===== src/rtl/dseq_pkg.sv =====
package dseq_pkg;
   localparam int CTRL_W = 10;
   localparam int RES_W  = 10;

   typedef struct packed {
      logic       intm;   // status pin as interrupt flag
      logic       pd;     // power-down
      logic       refm;   // reference self-test
      logic       dual;   // paired conversion
      logic [2:0] ch_b;   // second channel address
      logic [2:0] ch_a;   // first channel address
   } ctrl_t;
endpackage


===== src/rtl/dseq_bus.sv =====
module dseq_bus #(
   parameter int CTRL_W = 10
) (
   input  logic              clk,
   input  logic              rst_n,
   input  logic              cs_n,
   input  logic              wr_n,
   input  logic              rd_n,
   input  logic [CTRL_W-1:0] din,
   input  logic              busy,
   input  logic              pd_bit_in,
   output logic [CTRL_W-1:0] ctrl,
   output logic              start,
   output logic              rd_done,
   output logic              access
);
   logic wr_q, rd_q, wr_rise, load;

   always_ff @(posedge clk or negedge rst_n) begin
      if (!rst_n) begin
         wr_q <= 1'b1;
         rd_q <= 1'b1;
      end else begin
         wr_q <= wr_n;
         rd_q <= rd_n;
      end
   end

   assign wr_rise = !cs_n && !wr_q && wr_n;
   assign load    = wr_rise && !busy;
   assign start   = load && !pd_bit_in;
   assign rd_done = !cs_n && !rd_q && rd_n;
   assign access  = !cs_n && (!rd_n || !wr_n);

   always_ff @(posedge clk or negedge rst_n) begin
      if (!rst_n)    ctrl <= '0;
      else if (load) ctrl <= din;
   end


   ctrl_frozen_chk: assert property (@(posedge clk) disable iff (!rst_n)
      busy |=> $stable(ctrl));
endmodule


===== src/rtl/dseq_sar.sv =====
module dseq_sar #(
   parameter int W        = 10,
   parameter int CONV_CYC = 20,
   parameter int ACQ_CYC  = 2
) (
   input  logic         clk,
   input  logic         rst_n,
   input  logic         start,
   input  logic         dual,
   input  logic         cmp_bit,
   output logic         busy,
   output logic         second,
   output logic         sample_hold,
   output logic [W-1:0] trial,
   output logic [W-1:0] res_a,
   output logic [W-1:0] res_b,
   output logic         done
);
   localparam int CNT_W   = $clog2(CONV_CYC);
   localparam int DEC_END = ACQ_CYC + W;

   if (CONV_CYC < DEC_END) begin : g_bad_len
      $error("CONV_CYC too short for acquisition plus decisions");
   end

   logic [CNT_W-1:0] cnt;
   logic [W-1:0]     partial, bit_sel;
   logic             in_dec, last;

   assign in_dec = busy && (cnt >= CNT_W'(ACQ_CYC)) && (cnt < CNT_W'(DEC_END));
   assign last   = busy && (cnt == CNT_W'(CONV_CYC - 1));

   for (genvar g = 0; g < W; g++) begin : g_bit
      assign bit_sel[g] = in_dec && (cnt == CNT_W'(DEC_END - 1 - g));
   end

   assign trial       = partial | bit_sel;
   assign sample_hold = busy && !second && (cnt < CNT_W'(ACQ_CYC));
   assign done        = last && (second || !dual);

   always_ff @(posedge clk or negedge rst_n) begin
      if (!rst_n) begin
         busy    <= 1'b0;
         second  <= 1'b0;
         cnt     <= '0;
         partial <= '0;
         res_a   <= '0;
         res_b   <= '0;
      end else if (start && !busy) begin
         busy    <= 1'b1;
         second  <= 1'b0;
         cnt     <= '0;
         partial <= '0;
      end else if (busy) begin
         if (in_dec && cmp_bit) partial <= partial | bit_sel;
         if (last) begin
            if (second) res_b <= {~partial[W-1], partial[W-2:0]};
            else        res_a <= {~partial[W-1], partial[W-2:0]};
            cnt     <= '0;
            partial <= '0;
            if (dual && !second) second <= 1'b1;
            else begin
               busy   <= 1'b0;
               second <= 1'b0;
            end
         end else begin
            cnt <= cnt + 1'b1;
         end
      end
   end


   sar_onehot_chk: assert property (@(posedge clk) disable iff (!rst_n)
      $onehot0(bit_sel));

   busy_hold_chk: assert property (@(posedge clk) disable iff (!rst_n)
      (busy && !last) |=> busy);
endmodule


===== src/rtl/dual_adc_seq.sv =====
module dual_adc_seq
   import dseq_pkg::*;
#(
   parameter int NUM_CH   = 8,
   parameter int CONV_CYC = 20,
   parameter int ACQ_CYC  = 2
) (
   input  logic             clk,
   input  logic             rst_n,
   input  logic             cs_n,
   input  logic             wr_n,
   input  logic             rd_n,
   input  logic [CTRL_W-1:0] din,
   output logic [RES_W-1:0] dout,
   output logic             dout_oe,
   input  logic             cmp_bit,
   output logic [RES_W-1:0] sar_trial,
   output logic [2:0]       chan_sel,
   output logic             use_ref,
   output logic             sample_hold,
   output logic             pwr_dn,
   output logic             flag_n
);
   if (NUM_CH != 4 && NUM_CH != 8) begin : g_bad_ch
      $error("NUM_CH must be 4 or 8");
   end

   logic [CTRL_W-1:0] ctrl_raw;
   ctrl_t             c;
   logic              start, rd_done, access;
   logic              busy, second, done;
   logic [RES_W-1:0]  res_a, res_b;
   logic              int_pend, rd_ptr;
   logic [2:0]        addr_raw;

   assign c = ctrl_t'(ctrl_raw);

   dseq_bus #(.CTRL_W(CTRL_W)) u_bus (
      .clk(clk), .rst_n(rst_n), .cs_n(cs_n), .wr_n(wr_n), .rd_n(rd_n),
      .din(din), .busy(busy), .pd_bit_in(din[8]), .ctrl(ctrl_raw),
      .start(start), .rd_done(rd_done), .access(access)
   );

   dseq_sar #(.W(RES_W), .CONV_CYC(CONV_CYC), .ACQ_CYC(ACQ_CYC)) u_sar (
      .clk(clk), .rst_n(rst_n), .start(start), .dual(c.dual),
      .cmp_bit(cmp_bit), .busy(busy), .second(second),
      .sample_hold(sample_hold), .trial(sar_trial),
      .res_a(res_a), .res_b(res_b), .done(done)
   );

   assign addr_raw = second ? c.ch_b : c.ch_a;

   if (NUM_CH == 8) begin : g_addr8
      assign chan_sel = addr_raw;
   end else begin : g_addr4
      assign chan_sel = {1'b0, addr_raw[1:0]};
   end

   always_ff @(posedge clk or negedge rst_n) begin
      if (!rst_n) begin
         int_pend <= 1'b0;
         rd_ptr   <= 1'b0;
      end else begin
         if (start)                 int_pend <= 1'b0;
         else if (done && c.intm)   int_pend <= 1'b1;
         else if (access)           int_pend <= 1'b0;

         if (start)                 rd_ptr <= 1'b0;
         else if (rd_done && c.dual) rd_ptr <= ~rd_ptr;
      end
   end

   assign dout    = rd_ptr ? res_b : res_a;
   assign dout_oe = !cs_n && !rd_n;
   assign flag_n  = c.intm ? !int_pend : !busy;
   assign use_ref = c.refm;
   assign pwr_dn  = c.pd;


   pd_idle_chk: assert property (@(posedge clk) disable iff (!rst_n)
      pwr_dn |-> !busy);

   int_after_chk: assert property (@(posedge clk) disable iff (!rst_n)
      int_pend |-> !busy);

   second_dual_chk: assert property (@(posedge clk) disable iff (!rst_n)
      second |-> c.dual);
endmodule


===== config.mk =====
export PLATFORM = sky130hd
export DESIGN_NAME = dual_adc_seq
export DESIGN_NICKNAME = d
export VERILOG_FILES = /design/src/rtl/dseq_pkg.sv /design/src/rtl/dseq_bus.sv /design/src/rtl/dseq_sar.sv /design/src/rtl/dual_adc_seq.sv
export SDC_FILE = /design/constraint.sdc
export NUM_CORES = 1
export LEC_CHECK = 0
export BUFFER_PORTS_ARGS = -buffer_cell sky130_fd_sc_hd__buf_2
export CAP_MARGIN = 10
export CORE_ASPECT_RATIO = 0.5
export CORE_UTILIZATION = 55
export CTS_BUF_LIST = sky130_fd_sc_hd__clkbuf_8 sky130_fd_sc_hd__clkbuf_16
export CTS_CLUSTER_DIAMETER = 50
export DETAILED_ROUTE_END_ITERATION = 7
export GPL_TIMING_DRIVEN = 1
export PLACE_DENSITY = 0.91
export SYNTH_ARGS = -nofsm -noshare
export SYNTH_HDL_FRONTEND = slang
export SYNTH_SLANG_ARGS = --single-unit
export TNS_END_PERCENT = 1

===== constraint.sdc =====
create_clock -name clk -period 2.4 [get_ports clk]
set_input_delay 0.12 -clock clk [delete_from_list [all_inputs] [get_ports clk]]
set_output_delay 0.12 -clock clk [all_outputs]
set_load 0.05 [all_outputs]

== Word-level counts from Yosys, hierarchy flattened ==
Cells that the tools add are included.
Operators by class
  add/subtract/negate cells: 1
  magnitude comparators: 3
  bitwise logic cells: 5
  eq/ne operators: 11
  mux-type cells: 22
  reductions and logical operators: 50
Operator list (count)
  $mux 10: 5
  $logic_and 1x1->1: 29
  $eq 5x3->1 const B: 4
  $eq 5x4->1 const B: 4
  $mux 5: 3
  $mux 1: 13
  $eq 5x2->1 const B: 2
  $logic_not 1->1: 10
  $or 10x10->10: 1
  $reduce_and 4->1: 2
  $reduce_bool 2->1: 3
  $reduce_bool 3->1: 2
  $add 5x1->5 const B: 1
  $eq 5x5->1 const B: 1
  $ge 5x2->1 const B: 1
  $lt 5x2->1 const B: 1
  $lt 5x4->1 const B: 1
  $not 1->1: 4
  $reduce_and 2->1: 2
  $mux 3: 1
  $logic_or 1x1->1: 2
Word-level totals
  input bits: 16
  flip-flop bits (word level): 51
  output and inout bits: 28

== Depth between registers and ports, before layout ==
Gate-level depths: netlist of the first run.
  word-level depth: 9
  gate-level depth with buffers: 6

== Hierarchy ==
Synthesis of the first run repeated with hierarchy kept, for this count alone.
Second synthesis, totals
  cells, all modules: 199
  area, all modules: 2508.7 um^2
By module, submodules not included
  dseq_sar: sequential area each 925.9 um^2, times used 1, cells each 148, area an instance 1780.5 um^2
  dseq_bus: sequential area each 302.8 um^2, times used 1, cells each 27, area an instance 469.2 um^2
  dual_adc_seq: sequential area each 50.0 um^2, times used 1, cells each 24, area an instance 259.0 um^2

== Least setup slack after synthesis of the first run ==
Ideal clock, no wire load.
  kind: register -> output
  start: reg u_sar.cnt[2]
  end: out sample_hold
  stages on the path, launching flop included: 6
  required time: 2.280 ns
  buffers on the path: 2
  data arrival time: 1.904 ns
  slack: 0.376 ns
  cell sequence: dfrtp_1 > buf_4 > buf_1 > nor2_1 > nand2_1 > nor3_1
Between the ends
  longest elaborated chain between the ends: 2
RTL lines
  start, declared: line dseq_sar.sv:26  | logic [CNT_W-1:0] cnt;
  start signal, assigned: line dseq_sar.sv:67  | cnt <= cnt + 1'b1;
  $lt 5x2->1: line dseq_sar.sv:38  | assign sample_hold = busy && !second && (cnt < CNT_W'(ACQ_CYC));
  $logic_and 1x1->1: line dseq_sar.sv:38
  end, declared: line dual_adc_seq.sv:20  | output logic sample_hold,
No other way between the ends.

== Worst setup path after layout of the first run ==
  start: reg u_sar.cnt[1]
  end: reg u_sar.res_a[1]
Between the ends
  longest elaborated chain between the ends: 3
RTL lines
  $eq 5x5->1: line dseq_sar.sv:31  | assign last = busy && (cnt == CNT_W'(CONV_CYC - 1));
  $logic_and 1x1->1: line dseq_sar.sv:31
  $reduce_and 4->1 (no line)
  end signal, assigned: line dseq_sar.sv:58  | else res_a <= {~partial[W-1], partial[W-2:0]};
  end, declared: line dseq_sar.sv:15  | output logic [W-1:0] res_a,
No other way between the ends.
A chain may end at the register's enable or synchronous reset.

==> results of run 1 <==
metrics by stage:
step           worst slack (ns)  cells  total power (W)
3_5_place_dp              0.342    305          0.00330
5_1_grt                   0.210    316          0.00405
4_1_cts                   0.336    316          0.00384
3_3_place_gp              0.524    305          0.00323
6_report                  0.352    316          0.00384
2_1_floorplan             0.376    213          0.00289
sequential cells by signal, summed over array words and instances (netlist names):
| register | flops |
|---|---|
| int_pend | 1 |
| rd_ptr | 1 |
| u_bus.ctrl | 10 |
| u_bus.rd_q | 1 |
| u_bus.wr_q | 1 |
| u_sar.busy | 1 |
| u_sar.cnt | 5 |
| u_sar.partial | 10 |
| u_sar.res_a | 10 |
| u_sar.res_b | 10 |
| u_sar.second | 1 |
worst max path at each step:
stage               slack, ns             end  cells after the start    startpoint
floorplan                0.38     sample_hold                      5  u_sar.cnt[2]
global placement         0.52  u_sar.res_a[5]                      4  u_sar.cnt[1]
CTS                      0.34  u_sar.res_a[8]                      4  u_sar.cnt[1]
global route             0.21  u_sar.res_a[8]                      4  u_sar.cnt[1]
detailed placement       0.34  u_sar.res_a[8]                      4  u_sar.cnt[1]
finish                   0.35  u_sar.res_a[1]                      4  u_sar.cnt[1]
report_power, final:
part           total [W]  leakage [nW]  internal [W]  switching [W]
Clock           0.000535        0.0505      0.000262       0.000272
Combinational    0.00182         0.798      0.000600        0.00122
Sequential       0.00149         0.668       0.00115       0.000340
logic make-up (layout without fill, tap and decap cells):
| logic type | count (synthesis) | in the layout | share of synthesized area |
|---|---|---|---|
| buffers and inverters | 17 | 66 | 0.0377 |
| DFF | 51 | 51 | 0.521 |
| adders and majority gates | 4 | 4 | 0.0204 |
| AOI/OAI and AO/OA | 35 | 35 | 0.103 |
| muxes | 34 | 34 | 0.154 |
| and+or+nand+nor | 69 | 69 | 0.153 |
| xor gates and xnor gates | 3 | 3 | 0.0107 |
area by class of cell:
type,instances,share of cell area
clock buffer,7,0.0338
clock inverter,1,0.00264
inverter,6,0.00791
multi-input combinational,145,0.381
sequential,51,0.449
tap,54,0.0237
timing repair buffer,52,0.102
worst max-delay path: stages, from the launching register on:
cell      delay [ns]
dfrtp_1         0.44
ha_1            0.35
nand4b_4        0.24
nor3_4          0.51
mux2_2          0.40
routing by layer:
| layer | global-route usage | up-vias |
|---|---|---|
| met5 | 0 | - |
| met4 | 0.108 | 0 |
| li1 | - | 840 |
| met2 | 0.369 | 48 |
| met3 | 0.0483 | 7 |
| met1 | 0.327 | 881 |
layout by cell type, fill, tap and decap left out, types with 3 or more instances in the layout:
cell type,synthesis,final
mux2_2,30,30
inv_1,6,6
mux2i_1,4,4
nor4bb_1,3,3
a31oi_1,9,9
nand2_1,34,34
clkbuf_8,0,7
nor2_1,15,15
buf_2,1,43
a21o_1,9,9
dfrtp_1,49,49
nor2b_1,3,3
o21ai_0,5,5
nand3_1,3,3
buf_4,1,6
ha_1,4,4
dlygate4sd3_1,0,3
==> key figures, run 1 <==
Synth
  • Gate Count Post-Synth: 213
  • Synthesized area: 0.00246 sq mm
  • Synth area leader: dfrtp_1
  • Commonest cells in the netlist: dfrtp_1 (49), nand2_1 (34), mux2_2 (30)
  • Synth area leaders: dfrtp_1 (50%), mux2_2 (14%), nand2_1 (5.2%)
  • Ys Warns: 0
  • Syn nets: 233
  • Count leader, synth: dfrtp_1
  • Synth cell types: 40
  • Synth Flop Type: dfrtp_1
  • Sequential share of the synthesized area: 0.521
  • Mean area per synthesized cell: 11.5 sq um
  • Post-synth EDFFs: 0
  • Top-area cell type share of the netlist area: 0.499
  • FF+latch count, synth: 51
  • FFs w/ async S/R, synth: 1.00

CTS
  • Max H-tree Level: 2
  • Max clock buf depth: 2
  • CTS tree: done
  • Setup Fix Bufs, Post-CTS: 0
  • Clk pin slew, worst setup/hold paths: 0.09 ns
  • Number of CTS-inserted buffers: 5
  • Number of clock sinks: 51
  • Root buf cell: clkbuf_8
  • Post_cts resized: 0
  • Hold buffer count at CTS: 3
  • Worst skew pair latency: 0.30 ns

Timing
  • Setup-failing EPs final: 0
  • Worst-Margin Slew: 0.603 ns
  • Setup TNS after final layout: 0 ns
  • WHS: 0.00696 ns
  • Fin. max-slew vios: 0
  • Final period util: 0.853
  • Final Skew: 0.00787 ns
  • Fmax: 488 MHz
  • Slew headroom: 0.598
  • Period minus WS final: 2.05 ns
  • Hold Vio Cnt, Final: 0
  • RSZ-0062 raised after global routing: no

Final layout
  • Filler instances: 302
  • Area grow syn2layout: 15.9%
  • Util after Layout: 0.697
  • Storage element area: 0.00128 sq mm
  • Multi-input combinational cell area: 0.00108 sq mm
  • Layout Nets: 281
  • N_diodes: 0
  • Fraction of layout cells with a size suffix above 1: 0.378
  • Final instance area: 0.00285 sq mm

Detailed routing
  • DR iter-0 viols: 78
  • Mean routed wirelength per cell: 15.8 um
  • Met2 routed WL: 2410 um
  • Metal3 WL: 224 um
  • Highest metal used: met4
  • Via density per instance: 5.62
  • Drt pass-1 iters: 4
  • Total routed wirelength: 5000 um
  • Vias post-DR: 1776
  • DRT met1 WL: 2280 um
  • DRC Markers: 0
  • Final ANT Viol Nets: 0

Global routing
  • Vias in the first global route: 1721
  • First-pass GRT wire length: 8330 um
  • Total GRT Usage: 0.239
  • Largest net degree at the start of global routing: 29
  • Grt ovf: 0
  • Initial antenna violation count: 0

Floorplan
  • Die H: 49.3 um
  • IO Pins: 44
  • Core Rows: 16
  • Die Wd: 96.5 um
  • Full die area: 0.00475 sq mm
  • Initial Util: 0.601
  • Core area: 0.00408 sq mm

Power and ir drop
  • PwrDens: 1350 mW/mm^2
  • Worst ir drop on vdd: 0.819 mV
  • Leak Pwr: 1.52 nW

Setup path
  • Crit Path Category: reg -> reg
  • Worst path required time: 2.59 ns
  • Crit-path max FO: 10
  • WP data arrival: 2.24 ns
  • Reg2reg start: u_sar.cnt[1]
  • Endpoint class of the critical path: register
  • Crit Reg-Reg Endpoint: u_sar.res_a[1]
  • Reg2Reg Setup Slack: 0.35 ns
  • Setup crit start kind: register
  • Cells on worst reg2reg path: 4

Run
  • Max-cap violations: 0

Worst hold path
  • WHS Path Cells: 3
  • Hold Crit Class: in -> reg
  • Hold path start: din[0]
  • Hold endpoint: u_bus.ctrl[0]

Placed design
  • Detailed Place HPWL: 3520 um
  • DP Area: 0.00271 sq mm
  • PortBufs: 43
  • Placer Congestion: 0.892

Run status
  • Outcome: completed
(Power assumes the default switching activity.)
==> inputs of run 2 (changes only) <==
--- a/config.mk
+++ b/config.mk
@@ -14,7 +14,7 @@
 export DETAILED_ROUTE_END_ITERATION = 7
 export GPL_TIMING_DRIVEN = 1
 export PLACE_DENSITY = 0.91
+export SETUP_SLACK_MARGIN = 0.5
 export SYNTH_ARGS = -nofsm -noshare
 export SYNTH_HDL_FRONTEND = slang
 export SYNTH_SLANG_ARGS = --single-unit
-export TNS_END_PERCENT = 1
==> run 2 against run 1 <==
Effect of this change:
- total power grew 9.1%
- clock power up 29%
- maximum frequency up 12%
- critical endpoint is now sar_trial[4]
- count of clock-buffer cells in the layout is 2 lower
- non-clock buffer count is 8 higher
- flip-flop and latch count did not move
- the flow now finishes with violations (negative hold slack)
- highest routed layer unchanged
- first-iteration DRC count is 73% higher
- critical path type is now reg -> out
- sequential power hardly changed
==> key figures, run 2 (same netlist as run 1, synthesis figures left out) <==
Detailed routing
  • DRC Markers: 0 (unchanged)
  • Final ANT Viol Nets: 0 (unchanged)
  • Mean routed wirelength per cell: 18.1 um (was 15.8 um)
  • DR iter-0 viols: 135 (was 78)
  • Vias post-DR: 1894 (was 1776)
  • Via density per instance: 5.85 (was 5.62)
  • Total routed wirelength: 5850 um (was 5000 um)
  • Drt pass-1 iters: 4 (unchanged)

Global routing
  • First-pass GRT wire length: 9540 um (was 8330 um)
  • Initial antenna violation count: 0 (unchanged)
  • Grt ovf: 0 (unchanged)
  • Total GRT Usage: 0.274 (was 0.239)
  • Largest net degree at the start of global routing: 36 (was 29)
  • Vias in the first global route: 1924 (was 1721)

Floorplan
  • Initial Util: 0.601 (unchanged)
  • Core Rows: 16 (unchanged)
  • Full die area: 0.00475 sq mm (unchanged)
  • Core area: 0.00408 sq mm (unchanged)
  • Die H: 49.3 um (unchanged)
  • Die Wd: 96.5 um (unchanged)
  • IO Pins: 44 (unchanged)

Run status
  • Outcome: finished, violations left (was completed)
  • Failing checks: negative hold slack

Final layout
  • N_diodes: 0 (unchanged)
  • Most frequent cells in the layout: dfrtp_1 (44), buf_2 (36), nand2_1 (34), mux2_2 (30), buf_4 (16) (was dfrtp_1 (49), buf_2 (43), nand2_1 (34), mux2_2 (30), nor2_1 (15))
  • Layout Nets: 289 (was 281)
  • Multi-input combinational cell area: 0.00112 sq mm (was 0.00108 sq mm)
  • Filler instances: 269 (was 302)
  • Storage element area: 0.00128 sq mm (about the same)
  • Area grow syn2layout: 22.5% (was 15.9%)
  • Fraction of layout cells with a size suffix above 1: 0.430 (was 0.378)
  • Most common cell after layout, fill and taps aside: dfrtp_1 (unchanged)

Setup path
  • Endpoint class of the critical path: output pin (was register)
  • WP data arrival: 1.70 ns (was 2.24 ns)
  • Setup crit start kind: register (unchanged)
  • Reg2reg start: u_sar.cnt[1] (unchanged)
  • Crit Path Category: reg -> out (was reg -> reg)
  • Crit-path max FO: 6 (was 10)
  • Worst path required time: 2.28 ns (was 2.59 ns)
  • Worst Setup SP: u_sar.cnt[1] (unchanged)

Timing
  • WHS: -0.00000744 ns (was 0.00696 ns)
  • Period minus WS final: 1.82 ns (was 2.05 ns)
  • Fmax: 549 MHz (was 488 MHz)
  • Worst-Margin Slew: 0.587 ns (was 0.603 ns)
  • Hold Vio Cnt, Final: 1 (was 0)
  • Final period util: 0.759 (was 0.853)
  • Fin. max-slew vios: 0 (unchanged)
  • Setup TNS after final layout: 0 ns (unchanged)
  • Slew headroom: 0.608 (was 0.598)
  • Setup-failing EPs final: 0 (unchanged)
  • Final Skew: 0.00778 ns (was 0.00787 ns)
  • RSZ-0062 raised after global routing: no (unchanged)

CTS
  • Clk pin slew, worst setup/hold paths: 0.09 ns (about the same)
  • Root buf cell: clkbuf_8 (unchanged)
  • Number of clock sinks: 51 (unchanged)
  • Worst skew pair latency: 0.30 ns (about the same)
  • CTS tree: done (unchanged)
  • Max H-tree Level: 2 (unchanged)
  • Number of CTS-inserted buffers: 5 (unchanged)
  • Max clock buf depth: 2 (unchanged)

Placed design
  • Placer Congestion: 0.888 (was 0.892)
  • Detailed Place HPWL: 3640 um (was 3520 um)
  • PortBufs: 43 (unchanged)

Power and ir drop
  • Power Total: 0.00419 W (was 0.00384 W)
  • Worst ir drop on vdd: 0.832 mV (was 0.819 mV)
  • PwrDens: 1390 mW/mm^2 (was 1350 mW/mm^2)
  • Leak Pwr: 1.58 nW (was 1.52 nW)

Run
  • Max-cap violations: 0 (unchanged)

Worst hold path
  • Hold Crit Class: in -> reg (unchanged)
  • Hold path start: din[4] (was din[0])
[run 2: cell types whose count changed in the layout (fill, tap and decap cells not counted), moves of 2 or more]
| cell | change |
|---|---|
| buf_2 | -7 |
| buf_4 | +10 |
| bufinv_16 | +2 |
| clkbuf_4 | +3 |
| clkbuf_8 | -2 |
| dfrtp_1 | -5 |
| dfrtp_2 | +5 |
[run 2: critical path, cell delays in order (launching register included)]
cell	delay, ns
dfrtp_2	0.47
ha_4	0.21
and3b_1	0.25
a31o_2	0.26
buf_2	0.21
[run 2: path summary, 6_finish.rpt]
path / endpoint / slack, ns / cells past startpoint
max in group asynchronous: u_sar.cnt[3] / 1.36 / 3
min reg2reg: u_bus.ctrl[2] / 0.48 / 2
min in group asynchronous: u_bus.ctrl[5] / 0.26 / 2
max reg2reg: u_sar.res_a[0] / 0.61 / 5
min: u_bus.ctrl[4] / -0.000007 / 3
max: sar_trial[4] / 0.58 / 4
[run 2: metrics by stage]
step	setup WS [ns]	area, sq um	util	instances
after floorplan	0.536	2460	-	213
after global placement	0.499	2720	0.666	305
after detailed placement	0.401	2720	0.666	305
after CTS	0.500	2950	0.722	321
after global routing	0.490	3010	0.737	324
final	0.579	3010	0.737	324
[run 2: layout make-up]
cell class                      count  area share
Clock buffer                        5      0.0229
Clock inverter                      3      0.0212
Inverter                            6     0.00749
Multi-Input combinational cell    145       0.371
Sequential cell                    51       0.427
Tap cell                           54      0.0225
Timing Repair Buffer               60       0.128
[run 2: repair_timing]
action,CTS,global route
resized for setup,7,12
setup buffers,5,3
pin swaps,2,0
gates cloned,0,0
endpoints found under the hold margin,16,0
endpoints found under the setup margin,29,29
hold buffers,3,0
[run 2: metal layers]
| layer | up-vias | global-route usage | wire length [um] | share of wire |
|---|---|---|---|---|
| met3 | 27 | 0.0639 | 345 | 0.059 |
| li1 | 863 | - | - | - |
| met4 | 0 | 0.127 | 251 | 0.043 |
| met5 | - | 0 | 0 | 0 |
| met1 | 921 | 0.349 | 2420 | 0.41 |
| met2 | 83 | 0.442 | 2840 | 0.49 |
[run 2: power by group]
part / internal, W / switching (W) / leakage (nW)
Sequential: 0.00116 / 0.000343 / 0.662
Clock: 0.000412 / 0.000276 / 0.0695
Combinational: 0.000694 / 0.00131 / 0.848
